===== src/rtl/cmp_pkg.sv =====
package cmp_pkg;
  localparam int SIZE_W = 2;

  localparam logic [SIZE_W-1:0] SZ_BYTE = 2'b00;
  localparam logic [SIZE_W-1:0] SZ_HALF = 2'b01;
  localparam logic [SIZE_W-1:0] SZ_WORD = 2'b10;
  localparam logic [SIZE_W-1:0] SZ_RSV  = 2'b11;

  typedef enum logic {
    SRC_CORE = 1'b0,
    SRC_CU   = 1'b1
  } src_e;

  typedef enum logic [1:0] {
    ST_IDLE  = 2'd0,
    ST_ISSUE = 2'd1,
    ST_WAIT  = 2'd2,
    ST_REPLY = 2'd3
  } arb_st_e;
endpackage


===== src/rtl/cmp_grant.sv =====
module cmp_grant
  import cmp_pkg::*;
(
  input  logic idle,
  input  logic holdup,
  input  logic core_valid,
  input  logic cu_valid,
  output logic take_core,
  output logic take_cu,
  output src_e win_src
);
  // Holdup shuts out new core requests; otherwise the core has priority.
  always_comb begin
    take_core = idle && !holdup && core_valid;
    take_cu   = idle && cu_valid && (holdup || !core_valid);
    win_src   = take_cu ? SRC_CU : SRC_CORE;
  end
endmodule


===== src/rtl/cmp_owner_track.sv =====
module cmp_owner_track
  import cmp_pkg::*;
(
  input  logic clk,
  input  logic rst,
  input  logic push,
  input  src_e push_src,
  input  logic pop,
  output logic full,
  output src_e owner
);
  always_ff @(posedge clk) begin
    if (rst) begin
      full  <= 1'b0;
      owner <= SRC_CORE;
    end else if (push) begin
      full  <= 1'b1;
      owner <= push_src;
    end else if (pop) begin
      full  <= 1'b0;
    end
  end


  single_outstanding_chk: assert property (@(posedge clk) disable iff (rst)
    push |-> !full);


  pop_needs_entry_chk: assert property (@(posedge clk) disable iff (rst)
    pop |-> full);
endmodule


===== src/rtl/cmp_rsp_steer.sv =====
module cmp_rsp_steer
  import cmp_pkg::*;
#(
  parameter int DATA_W = 32
) (
  input  logic              clk,
  input  logic              rst,
  input  logic              load,
  input  src_e              load_src,
  input  logic [DATA_W-1:0] load_rdata,
  input  logic              load_err,
  input  logic              core_ready,
  input  logic              cu_ready,
  output logic              core_valid,
  output logic              cu_valid,
  output logic [DATA_W-1:0] rdata,
  output logic              err,
  output logic              done
);
  logic hold_v;
  src_e hold_src;

  assign core_valid = hold_v && (hold_src == SRC_CORE);
  assign cu_valid   = hold_v && (hold_src == SRC_CU);
  assign done       = (core_valid && core_ready) || (cu_valid && cu_ready);

  always_ff @(posedge clk) begin
    if (rst) begin
      hold_v   <= 1'b0;
      hold_src <= SRC_CORE;
      rdata    <= '0;
      err      <= 1'b0;
    end else if (load) begin
      hold_v   <= 1'b1;
      hold_src <= load_src;
      rdata    <= load_rdata;
      err      <= load_err;
    end else if (done) begin
      hold_v   <= 1'b0;
    end
  end


  one_rsp_target_chk: assert property (@(posedge clk) disable iff (rst)
    !(core_valid && cu_valid));


  rsp_held_chk: assert property (@(posedge clk) disable iff (rst)
    (hold_v && !done) |=> (hold_v && $stable(rdata) && $stable(err)));
endmodule


===== src/rtl/cmp_mem_arbiter.sv =====
module cmp_mem_arbiter
  import cmp_pkg::*;
#(
  parameter int ADDR_W = 32,
  parameter int DATA_W = 32
) (
  input  logic              clk,
  input  logic              rst,
  input  logic              core_cmd_valid,
  output logic              core_cmd_ready,
  input  logic [ADDR_W-1:0] core_cmd_addr,
  input  logic              core_cmd_read,
  input  logic [DATA_W-1:0] core_cmd_wdata,
  input  logic [1:0]        core_cmd_size,
  output logic              core_rsp_valid,
  input  logic              core_rsp_ready,
  output logic [DATA_W-1:0] core_rsp_rdata,
  output logic              core_rsp_err,
  input  logic              cu_holdup,
  input  logic              cu_cmd_valid,
  output logic              cu_cmd_ready,
  input  logic [ADDR_W-1:0] cu_cmd_addr,
  input  logic              cu_cmd_read,
  input  logic [DATA_W-1:0] cu_cmd_wdata,
  input  logic [1:0]        cu_cmd_size,
  output logic              cu_rsp_valid,
  input  logic              cu_rsp_ready,
  output logic [DATA_W-1:0] cu_rsp_rdata,
  output logic              cu_rsp_err,
  output logic              mem_cmd_valid,
  input  logic              mem_cmd_ready,
  output logic [ADDR_W-1:0] mem_cmd_addr,
  output logic              mem_cmd_read,
  output logic [DATA_W-1:0] mem_cmd_wdata,
  output logic [1:0]        mem_cmd_size,
  input  logic              mem_rsp_valid,
  output logic              mem_rsp_ready,
  input  logic [DATA_W-1:0] mem_rsp_rdata,
  input  logic              mem_rsp_err
);
  arb_st_e           st;
  logic              idle;
  logic              take_core;
  logic              take_cu;
  src_e              win_src;
  logic              accept;
  logic [ADDR_W-1:0] sel_addr;
  logic              sel_read;
  logic [DATA_W-1:0] sel_wdata;
  logic [SIZE_W-1:0] sel_size;
  logic              bad_size;
  logic              track_full;
  src_e              owner;
  logic              rsp_take;
  logic              rsp_load;
  src_e              rsp_src;
  logic [DATA_W-1:0] rsp_rdata;
  logic              rsp_err;
  logic              rsp_done;
  logic [DATA_W-1:0] shared_rdata;
  logic              shared_err;

  assign idle = (st == ST_IDLE);

  cmp_grant u_grant (
    .idle       (idle),
    .holdup     (cu_holdup),
    .core_valid (core_cmd_valid),
    .cu_valid   (cu_cmd_valid),
    .take_core  (take_core),
    .take_cu    (take_cu),
    .win_src    (win_src)
  );

  assign core_cmd_ready = take_core;
  assign cu_cmd_ready   = take_cu;
  assign accept         = take_core || take_cu;

  always_comb begin
    if (take_cu) begin
      sel_addr  = cu_cmd_addr;
      sel_read  = cu_cmd_read;
      sel_wdata = cu_cmd_wdata;
      sel_size  = cu_cmd_size;
    end else begin
      sel_addr  = core_cmd_addr;
      sel_read  = core_cmd_read;
      sel_wdata = core_cmd_wdata;
      sel_size  = core_cmd_size;
    end
  end

  assign bad_size = (sel_size == SZ_RSV);

  cmp_owner_track u_track (
    .clk      (clk),
    .rst      (rst),
    .push     (accept),
    .push_src (win_src),
    .pop      (rsp_done),
    .full     (track_full),
    .owner    (owner)
  );

  // A downstream response uses the recorded owner; a rejected size
  // answers the requester that is being accepted right now.
  assign mem_rsp_ready = (st == ST_WAIT);
  assign rsp_take      = mem_rsp_ready && mem_rsp_valid;
  assign rsp_load      = rsp_take || (accept && bad_size);
  assign rsp_src       = rsp_take ? owner : win_src;
  assign rsp_rdata     = rsp_take ? mem_rsp_rdata : '0;
  assign rsp_err       = rsp_take ? mem_rsp_err : 1'b1;

  cmp_rsp_steer #(.DATA_W(DATA_W)) u_steer (
    .clk        (clk),
    .rst        (rst),
    .load       (rsp_load),
    .load_src   (rsp_src),
    .load_rdata (rsp_rdata),
    .load_err   (rsp_err),
    .core_ready (core_rsp_ready),
    .cu_ready   (cu_rsp_ready),
    .core_valid (core_rsp_valid),
    .cu_valid   (cu_rsp_valid),
    .rdata      (shared_rdata),
    .err        (shared_err),
    .done       (rsp_done)
  );

  assign core_rsp_rdata = shared_rdata;
  assign core_rsp_err   = shared_err;
  assign cu_rsp_rdata   = shared_rdata;
  assign cu_rsp_err     = shared_err;

  always_ff @(posedge clk) begin
    if (rst) begin
      st            <= ST_IDLE;
      mem_cmd_valid <= 1'b0;
      mem_cmd_addr  <= '0;
      mem_cmd_read  <= 1'b0;
      mem_cmd_wdata <= '0;
      mem_cmd_size  <= SZ_BYTE;
    end else begin
      case (st)
        ST_IDLE: begin
          if (accept) begin
            if (bad_size) begin
              st <= ST_REPLY;
            end else begin
              st            <= ST_ISSUE;
              mem_cmd_valid <= 1'b1;
              mem_cmd_addr  <= sel_addr;
              mem_cmd_read  <= sel_read;
              mem_cmd_wdata <= sel_wdata;
              mem_cmd_size  <= sel_size;
            end
          end
        end
        ST_ISSUE: begin
          if (mem_cmd_ready) begin
            st            <= ST_WAIT;
            mem_cmd_valid <= 1'b0;
          end
        end
        ST_WAIT: begin
          if (mem_rsp_valid) st <= ST_REPLY;
        end
        default: begin
          if (rsp_done) st <= ST_IDLE;
        end
      endcase
    end
  end


  holdup_blocks_core_chk: assert property (@(posedge clk) disable iff (rst)
    cu_holdup |-> !core_cmd_ready);


  core_priority_chk: assert property (@(posedge clk) disable iff (rst)
    (!cu_holdup && core_cmd_valid) |-> !cu_cmd_ready);


  cmd_stable_chk: assert property (@(posedge clk) disable iff (rst)
    (mem_cmd_valid && !mem_cmd_ready) |=> (mem_cmd_valid && $stable(mem_cmd_addr)
      && $stable(mem_cmd_read) && $stable(mem_cmd_wdata) && $stable(mem_cmd_size)));


  reserved_local_chk: assert property (@(posedge clk) disable iff (rst)
    (cu_cmd_valid && cu_cmd_ready && cu_cmd_size == SZ_RSV)
      |=> (!mem_cmd_valid && cu_rsp_valid && cu_rsp_err));


  core_forward_chk: assert property (@(posedge clk) disable iff (rst)
    (core_cmd_valid && core_cmd_ready && core_cmd_size != SZ_RSV)
      |=> (mem_cmd_valid && mem_cmd_addr == $past(core_cmd_addr)));


  busy_no_accept_chk: assert property (@(posedge clk) disable iff (rst)
    (mem_cmd_valid || core_rsp_valid || cu_rsp_valid) |-> !(core_cmd_ready || cu_cmd_ready));
endmodule


===== config.mk =====
export PLATFORM = sky130hd
export DESIGN_NAME = cmp_mem_arbiter
export DESIGN_NICKNAME = d
export VERILOG_FILES = /design/src/rtl/cmp_pkg.sv /design/src/rtl/cmp_grant.sv /design/src/rtl/cmp_owner_track.sv /design/src/rtl/cmp_rsp_steer.sv /design/src/rtl/cmp_mem_arbiter.sv
export SDC_FILE = /design/constraint.sdc
export NUM_CORES = 1
export LEC_CHECK = 0
export BUFFER_PORTS_ARGS = -buffer_cell sky130_fd_sc_hd__buf_4
export CAP_MARGIN = 20
export CORE_MARGIN = 4
export CORE_UTILIZATION = 39
export DETAILED_ROUTE_END_ITERATION = 8
export PLACE_DENSITY = 0.76
export SLEW_MARGIN = 20
export SYNTH_ARGS = -nofsm -noshare
export SYNTH_HDL_FRONTEND = slang
export SYNTH_SLANG_ARGS = --single-unit

===== constraint.sdc =====
create_clock -name clk -period 1.7 [get_ports clk]
set_input_delay 0.085 -clock clk [delete_from_list [all_inputs] [get_ports clk]]
set_output_delay 0.085 -clock clk [all_outputs]
set_load 0.05 [all_outputs]

==> flow_metrics.py, run 1 <==
metrics = {
    "outcome": {
        "status": "finished, violations left",
        "violations": "setup timing",
    },
    "yosys": {
        "synth_flop_cell": "dfxtp_1",
        "synth.area.top_cells": "dfxtp_1, mux2i_1, a211oi_2",
        "yosys_warnings": 0,
        "synth_area_sq_um": 5220,
        "synth_seq_cells": 106,
        "syn-num-nets": 724,
        "synth_top_area_frac": 0.407,
        "async_reset_ff_frac": 0,
        "synthCells": 544,
        "synth_edf_count": 0,
        "ys_types": 38,
        "netlist_top_cells_count": "dfxtp_1, nor2_1, mux2i_1",
        "syn-mean-instance-area_sq_um": 9.59,
        "yosys.area.top_type": "dfxtp_1",
        "synth.most_common_cell": "dfxtp_1",
        "yosysSeqAreaShare": 0.407,
    },
    "setup_path": {
        "crit_cells": 9,
        "crit_family": "buffers and inverters",
        "max_stage_delay_ns": 0.33,
        "worstPathCellList": "inv_2 > ha_4 > buf_6 > nand3b_1 > o32ai_4 > buf_12 > clkbuf_16 > nor2_1 > a211oi_1",
        "end_kind": "flop",
        "critPathArrivalTime_ns": 1.99,
        "critPathBufInv": 4,
        "critical_path_class": "flop to flop",
        "worst_ep_required_time_ns": 1.96,
        "cp-start-kind": "flop",
        "worstReg2RegEnd": "mem_cmd_wdata[21]",
        "r2r_slack_ns": -0.03,
        "r2r_cells": 9,
        "crit_path_max_fanout": 18,
        "cp_slowest_cell": "dfxtp_2",
        "rr_startpoint": "st[1]",
        "setup.worst_path.end": "mem_cmd_wdata[21]",
        "cp-startpoint": "st[1]",
    },
    "placement": {
        "portBuffers": 314,
        "dp.cells": 975,
        "dp_hpwl_mm": 11.9,
        "gp_congestion": 0.771,
    },
    "finish": {
        "drive_gt1_frac": 0.498,
        "n_antenna_cell": 0,
        "final_nets": 1036,
        "fin_cells": 1037,
        "num-fill-cells": 1031,
        "area_delta_synth_final_pct": 64.1,
    },
    "power_and_ir_drop": {
        "p_leak_nw": 4.08,
        "ir_drop_uv": 723,
        "p_per_area_nw_per_um2": 1440,
    },
    "sta": {
        "finClkSkew_ns": 0.00548,
        "finalSetupViolations": 9,
        "fmax_ghz": 0.578,
        "fin_ws_ns": -0.0290,
        "whs_ns": 0.0850,
        "slew-limit-headroom": 0.518,
        "tightest_slew_ns": 0.721,
        "rsz0062_at_grt": "yes",
        "finalCriticalPeriod_ns": 1.73,
        "maxSlewViolCount": 0,
        "min_period_over_period": 1.02,
        "hold_viol": 0,
    },
    "run": {
        "maxCapViolations": 0,
    },
    "drt": {
        "drt-pass1-iter-count": 4,
        "drt_iter0_drc": 249,
        "drt_wl_total_mm": 17.6,
        "via_per_inst": 5.01,
        "via_count": 5195,
        "wl_per_cell_um": 17.0,
        "final_antenna_net_count": 0,
        "drc": 0,
    },
    "global_route": {
        "grt_antenna_before_repair": 0,
        "grt_pass1_wl_mm": 25.4,
        "grt_max_degree": 110,
        "track_usage": 0.210,
        "gr-total-overflow": 0,
        "grt_pass1_vias": 5162,
    },
    "floorplanning": {
        "die_y_um": 124,
        "initial_core_util": 0.396,
        "core_sq_um": 13200,
        "die_w_um": 124,
        "rows": 42,
        "die_area_sq_um": 15300,
        "io_pins": 315,
    },
    "clocking": {
        "cts-root-buf": "clkbuf_16",
        "clk_pin_slew_worst_paths_ns": 0.07,
        "cts_made_buffers": 9,
        "cts_tree": "yes",
        "clk_latency_ns": 0.35,
        "clock_path_buffers": 2,
        "cts_num_sinks": 106,
        "htreeDepth": 3,
    },
    "hold_path": {
        "hp-class": "primary input to flop",
    },
}
## flip-flops by register name, summed over array words and instances, names as in the netlist
| signal | cells |
|---|---|
| st | 2 |
| u_steer.hold_src | 1 |
| u_steer.err | 1 |
| mem_cmd_valid | 1 |
| mem_cmd_wdata | 32 |
| u_steer.rdata | 32 |
| mem_cmd_read | 1 |
| mem_cmd_addr | 32 |
| mem_cmd_size | 2 |
| u_track.owner | 1 |
| u_steer.hold_v | 1 |
## how the worst min path moves through the flow
stage / startpoint / end / slack, ns / cells after the start
after floorplan: mem_rsp_rdata[0] / u_steer.rdata[0] / 0.19 / 2
after global placement: mem_rsp_rdata[0] / u_steer.rdata[0] / 0.28 / 3
after detailed placement: mem_rsp_rdata[27] / u_steer.rdata[27] / 0.28 / 3
after CTS: mem_rsp_err / u_steer.err / 0.07 / 4
after global routing: cu_cmd_wdata[21] / mem_cmd_wdata[21] / 0.08 / 3
final: cu_cmd_wdata[10] / mem_cmd_wdata[10] / 0.09 / 3
## worst min-delay path: stages
cell and delay, ns:
buf_4 0.10, mux2i_1 0.11, a211oi_1 0.08
## metal layers
| layer | share of wire | routed length [um] | global-route usage |
|---|---|---|---|
| met1 | 0.37 | 6510 | 0.225 |
| met3 | 0.087 | 1520 | 0.0568 |
| met4 | 0.016 | 278 | 0.0657 |
| met2 | 0.53 | 9280 | 0.397 |
| met5 | 0 | 0 | 0 |
## layout make-up
type	count	area [sq um]	share of cell area
Clock buffer	12	246	0.0288
Multi-Input combinational cell	354	2650	0.310
Sequential cell	106	2120	0.248
Timing Repair Buffer	379	3240	0.378
Clock inverter	4	51.3	0.00599
Tap cell	176	220	0.0257
Inverter	6	30.0	0.00351
## kinds of logic (layout without fill, tap and decap cells)
| family | after synthesis | after routing | share of synthesized area |
|---|---|---|---|
| and+or+nand+nor | 160 | 160 | 0.151 |
| AOI/OAI and AO/OA | 121 | 121 | 0.198 |
| DFF | 106 | 106 | 0.407 |
| buffers and inverters | 84 | 401 | 0.103 |
| muxes | 69 | 69 | 0.132 |
| adders and majority gates | 4 | 4 | 0.00959 |
## cells in the final DEF, fill, tap and decap left out, types with 2 or more instances in the layout
cell	n
bufbuf_16	2
dfxtp_2	2
inv_4	3
nor2_1	68
and2_1	4
a21oi_1	7
clkbuf_1	2
mux2i_1	68
o21ai_2	2
dlygate4sd3_1	32
ha_4	2
a211o_1	2
ha_1	2
inv_1	2
nor2b_1	3
nor2_2	4
nand3b_1	33
o21ai_1	23
buf_16	5
buf_4	326
buf_12	7
nand2_1	34
nand2b_1	5
clkbuf_16	12
a211oi_2	46
a211oi_1	21
buf_8	2
buf_6	2
o21ai_0	10
dfxtp_1	104
## repair_timing
item | 4_1_cts | 5_1_grt
hold buffers | 32 | 0
endpoints found under the setup margin | 102 | 97
cloned | 4 | 3
endpoints found under the hold margin | 32 | 0
buffers inserted | 6 | 1
resized for setup | 26 | 26
pin swaps | 5 | 1
## power breakdown
group / leakage (nW) / switching (mW) / internal, mW
Sequential: 0.871 / 0.298 / 2.99
Combinational: 3.07 / 4.15 / 2.81
Clock: 0.143 / 0.917 / 1.18
Total: 4.08 / 5.36 / 6.98
## stage by stage
step	TNS [ns]	area (sq um)	setup slack, ns	total power, mW	utilization
after floorplan	0	5230	0.0186	7.68	-
after global placement	-11.41	7520	-0.146	9.18	0.570
after detailed placement	-18.70	7520	-0.258	9.33	0.570
after CTS	-0.00855	8420	-0.00620	12.1	0.639
after global routing	-5.69	8560	-0.115	12.9	0.649
final	-0.103	8560	-0.0290	12.3	0.649
No activity file was read; power rests on OpenSTA's default activity.
==> run 2, diff against run 1 <==
==> constraint.sdc (replaced) <==
create_clock -name clk -period 1.7 [get_ports clk]
set_input_delay 0.085 -clock clk [delete_from_list [all_inputs] [get_ports clk]]
set_output_delay 0.085 -clock clk [all_outputs]
set_load 0.005 [all_outputs]
==> run 2 against run 1 <==
  * The run still ends with setup timing left
  * Largest cell class unchanged
  * Sequential share of layout area is 0.96 points lower
  * Sequential power is 1% higher
  * Via count is 3.2% higher
  * Wire length is 8.9% higher
  * Non-clock buffer count is 21 higher
  * Clock skew is 0.0017 ns lower
  * Hold slack worse by 0.0077 ns
  * Total power is 9.8% lower
==> flow_metrics.py, run 2 (synthesized netlist as in run 1, its figures left out) <==
metrics = {
    "drt": {
        "drc": 0,
        "via_per_inst": 5.07,
        "via_count": 5363,
        "wl_per_cell_um": 18.1,
        "final_antenna_net_count": 0,
        "drt_wl_total_mm": 19.2,
        "drt_iter0_drc": 347,
        "drt-pass1-iter-count": 4,
    },
    "sta": {
        "hold_viol": 0,
        "finClkSkew_ns": 0.00378,
        "finalSetupViolations": 13,
        "rsz0062_at_grt": "yes",
        "maxSlewViolCount": 0,
        "finalSetupTns_ns": -0.212,
        "fin_ws_ns": -0.0830,
        "whs_ns": 0.0773,
        "fmax_ghz": 0.561,
        "tightest_slew_ns": 0.568,
        "finalCriticalPeriod_ns": 1.78,
        "min_period_over_period": 1.05,
        "slew-limit-headroom": 0.621,
    },
    "clocking": {
        "cts_made_buffers": 9,
        "cts_num_sinks": 106,
        "cts-root-buf": "clkbuf_16",
        "clk_pin_slew_worst_paths_ns": 0.07,
        "htreeDepth": 3,
        "clock_path_buffers": 2,
        "cts_tree": "yes",
        "clk_latency_ns": 0.34,
    },
    "outcome": {
        "violations": "setup timing",
        "status": "finished, violations left",
    },
    "power_and_ir_drop": {
        "p_seq_frac": 0.299,
        "p_leak_nw": 4.20,
        "ir_drop_uv": 543,
        "p_per_area_nw_per_um2": 1250,
        "internal_power_mw": 7.31,
        "switching_power_mw": 3.82,
        "combPwrFrac": 0.511,
        "clkPwrFrac": 0.190,
        "switching_share": 0.343,
    },
    "placement": {
        "portBuffers": 314,
        "dp.cells": 974,
        "post-place-ws_ns": -0.278,
        "gp_congestion": 0.835,
        "dp_hpwl_mm": 12.2,
    },
    "floorplanning": {
        "die_w_um": 124,
        "core_sq_um": 13200,
        "die_area_sq_um": 15300,
        "io_pins": 315,
        "rows": 42,
        "initial_core_util": 0.396,
        "die_y_um": 124,
    },
    "hold_path": {
        "hold_depth": 4,
        "min-delay-start": "mem_rsp_err",
        "hp-class": "primary input to flop",
        "holdPathEnd": "u_steer.err",
    },
    "setup_path": {
        "end_kind": "flop",
        "crit_family": "buffers and inverters",
        "critical_path_class": "flop to flop",
        "worstReg2RegEnd": "mem_cmd_addr[19]",
        "crit_path_max_fanout": 18,
        "rr_startpoint": "st[1]",
        "worst_ep_required_time_ns": 1.90,
        "max_stage_delay_ns": 0.38,
        "worstPathCellList": "inv_4 > ha_4 > buf_4 > nand3_4 > bufbuf_16 > mux2i_1 > a211oi_2",
        "critPathBufInv": 3,
        "r2r_slack_ns": -0.08,
        "critPathArrivalTime_ns": 1.99,
        "cp-start-kind": "flop",
        "cp_slowest_cell": "dfxtp_4",
        "r2r_cells": 7,
    },
    "finish": {
        "most-common-layout-cells": "buf_4, dfxtp_1, mux2i_1",
        "multi_input_area_sq_um": 2760,
        "area_delta_synth_final_pct": 70.8,
        "final_nets": 1057,
        "seq_area_sq_um": 2130,
        "num-fill-cells": 965,
        "fin_cells": 1057,
        "drive_gt1_frac": 0.546,
        "n_antenna_cell": 0,
        "final_common_cell": "buf_4",
        "top_regs": "mem_cmd_addr x32, mem_cmd_wdata x32, u_steer.rdata x32",
    },
    "run": {
        "maxCapViolations": 0,
    },
    "global_route": {
        "grt_pass1_vias": 5245,
        "grt_max_degree": 110,
        "grt_pass1_wl_mm": 26.1,
        "gr-total-overflow": 0,
        "grt_antenna_before_repair": 0,
        "track_usage": 0.217,
    },
}
==> run 2: metal layers <==
| metal | track usage | routed length (um) |
|---|---|---|
| met5 | 0 | 0 |
| met4 | 0.0886 | 444 |
| met3 | 0.0545 | 1670 |
| met2 | 0.390 | 9880 |
| met1 | 0.244 | 7160 |
==> run 2: power groups by stage <==
stage | sequential [mW] | combinational [mW] | clock (mW)
2_1_floorplan | 3.33 | 2.52 | 0
3_3_place_gp | 3.30 | 3.98 | 0
3_5_place_dp | 3.33 | 4.14 | 0
4_1_cts | 3.28 | 4.79 | 2.16
5_1_grt | 3.39 | 6.06 | 2.27
6_report | 3.33 | 5.69 | 2.11
==> run 2: per-stage QoR <==
stage	area, sq um	total power, mW	utilization
floorplan	5220	5.85	-
global placement	7490	7.28	0.568
global route	8910	11.7	0.676
finish	8910	11.1	0.676
CTS	8380	10.2	0.635
detailed placement	7500	7.47	0.569
==> run 2: cell type report <==
| type | instances | area share |
|---|---|---|
| Timing Repair Buffer | 400 | 0.391 |
| Clock buffer | 11 | 0.0284 |
| Multi-Input combinational cell | 354 | 0.309 |
| Sequential cell | 106 | 0.238 |
| Clock inverter | 4 | 0.00576 |
| Tap cell | 176 | 0.0247 |
| Inverter | 6 | 0.00281 |
==> run 2: repair_timing <==
action                                  4_1_cts  5_1_grt
gates cloned                                  5       10
endpoints found under the setup margin       99       92
buffers inserted                              8       14
resized for setup                            11       71
pin swaps                                     2       40
endpoints found under the hold margin        32        0
hold buffers                                 32        0
==> run 2: worst max path at each step <==
| stage | end | cells past startpoint | startpoint |
|---|---|---|---|
| floorplan | mem_cmd_addr[16] | 8 | st[0] |
| global placement | mem_cmd_wdata[16] | 7 | st[0] |
| detailed placement | mem_cmd_wdata[11] | 7 | st[1] |
| CTS | mem_cmd_wdata[3] | 7 | st[1] |
| global route | mem_cmd_addr[19] | 7 | st[0] |
| finish | mem_cmd_addr[19] | 7 | st[1] |
==> run 2: worst min-delay path, cell delays in order <==
cell,delay [ns]
buf_4,0.08
nor2_1,0.04
nor2_1,0.07
o31a_1,0.12
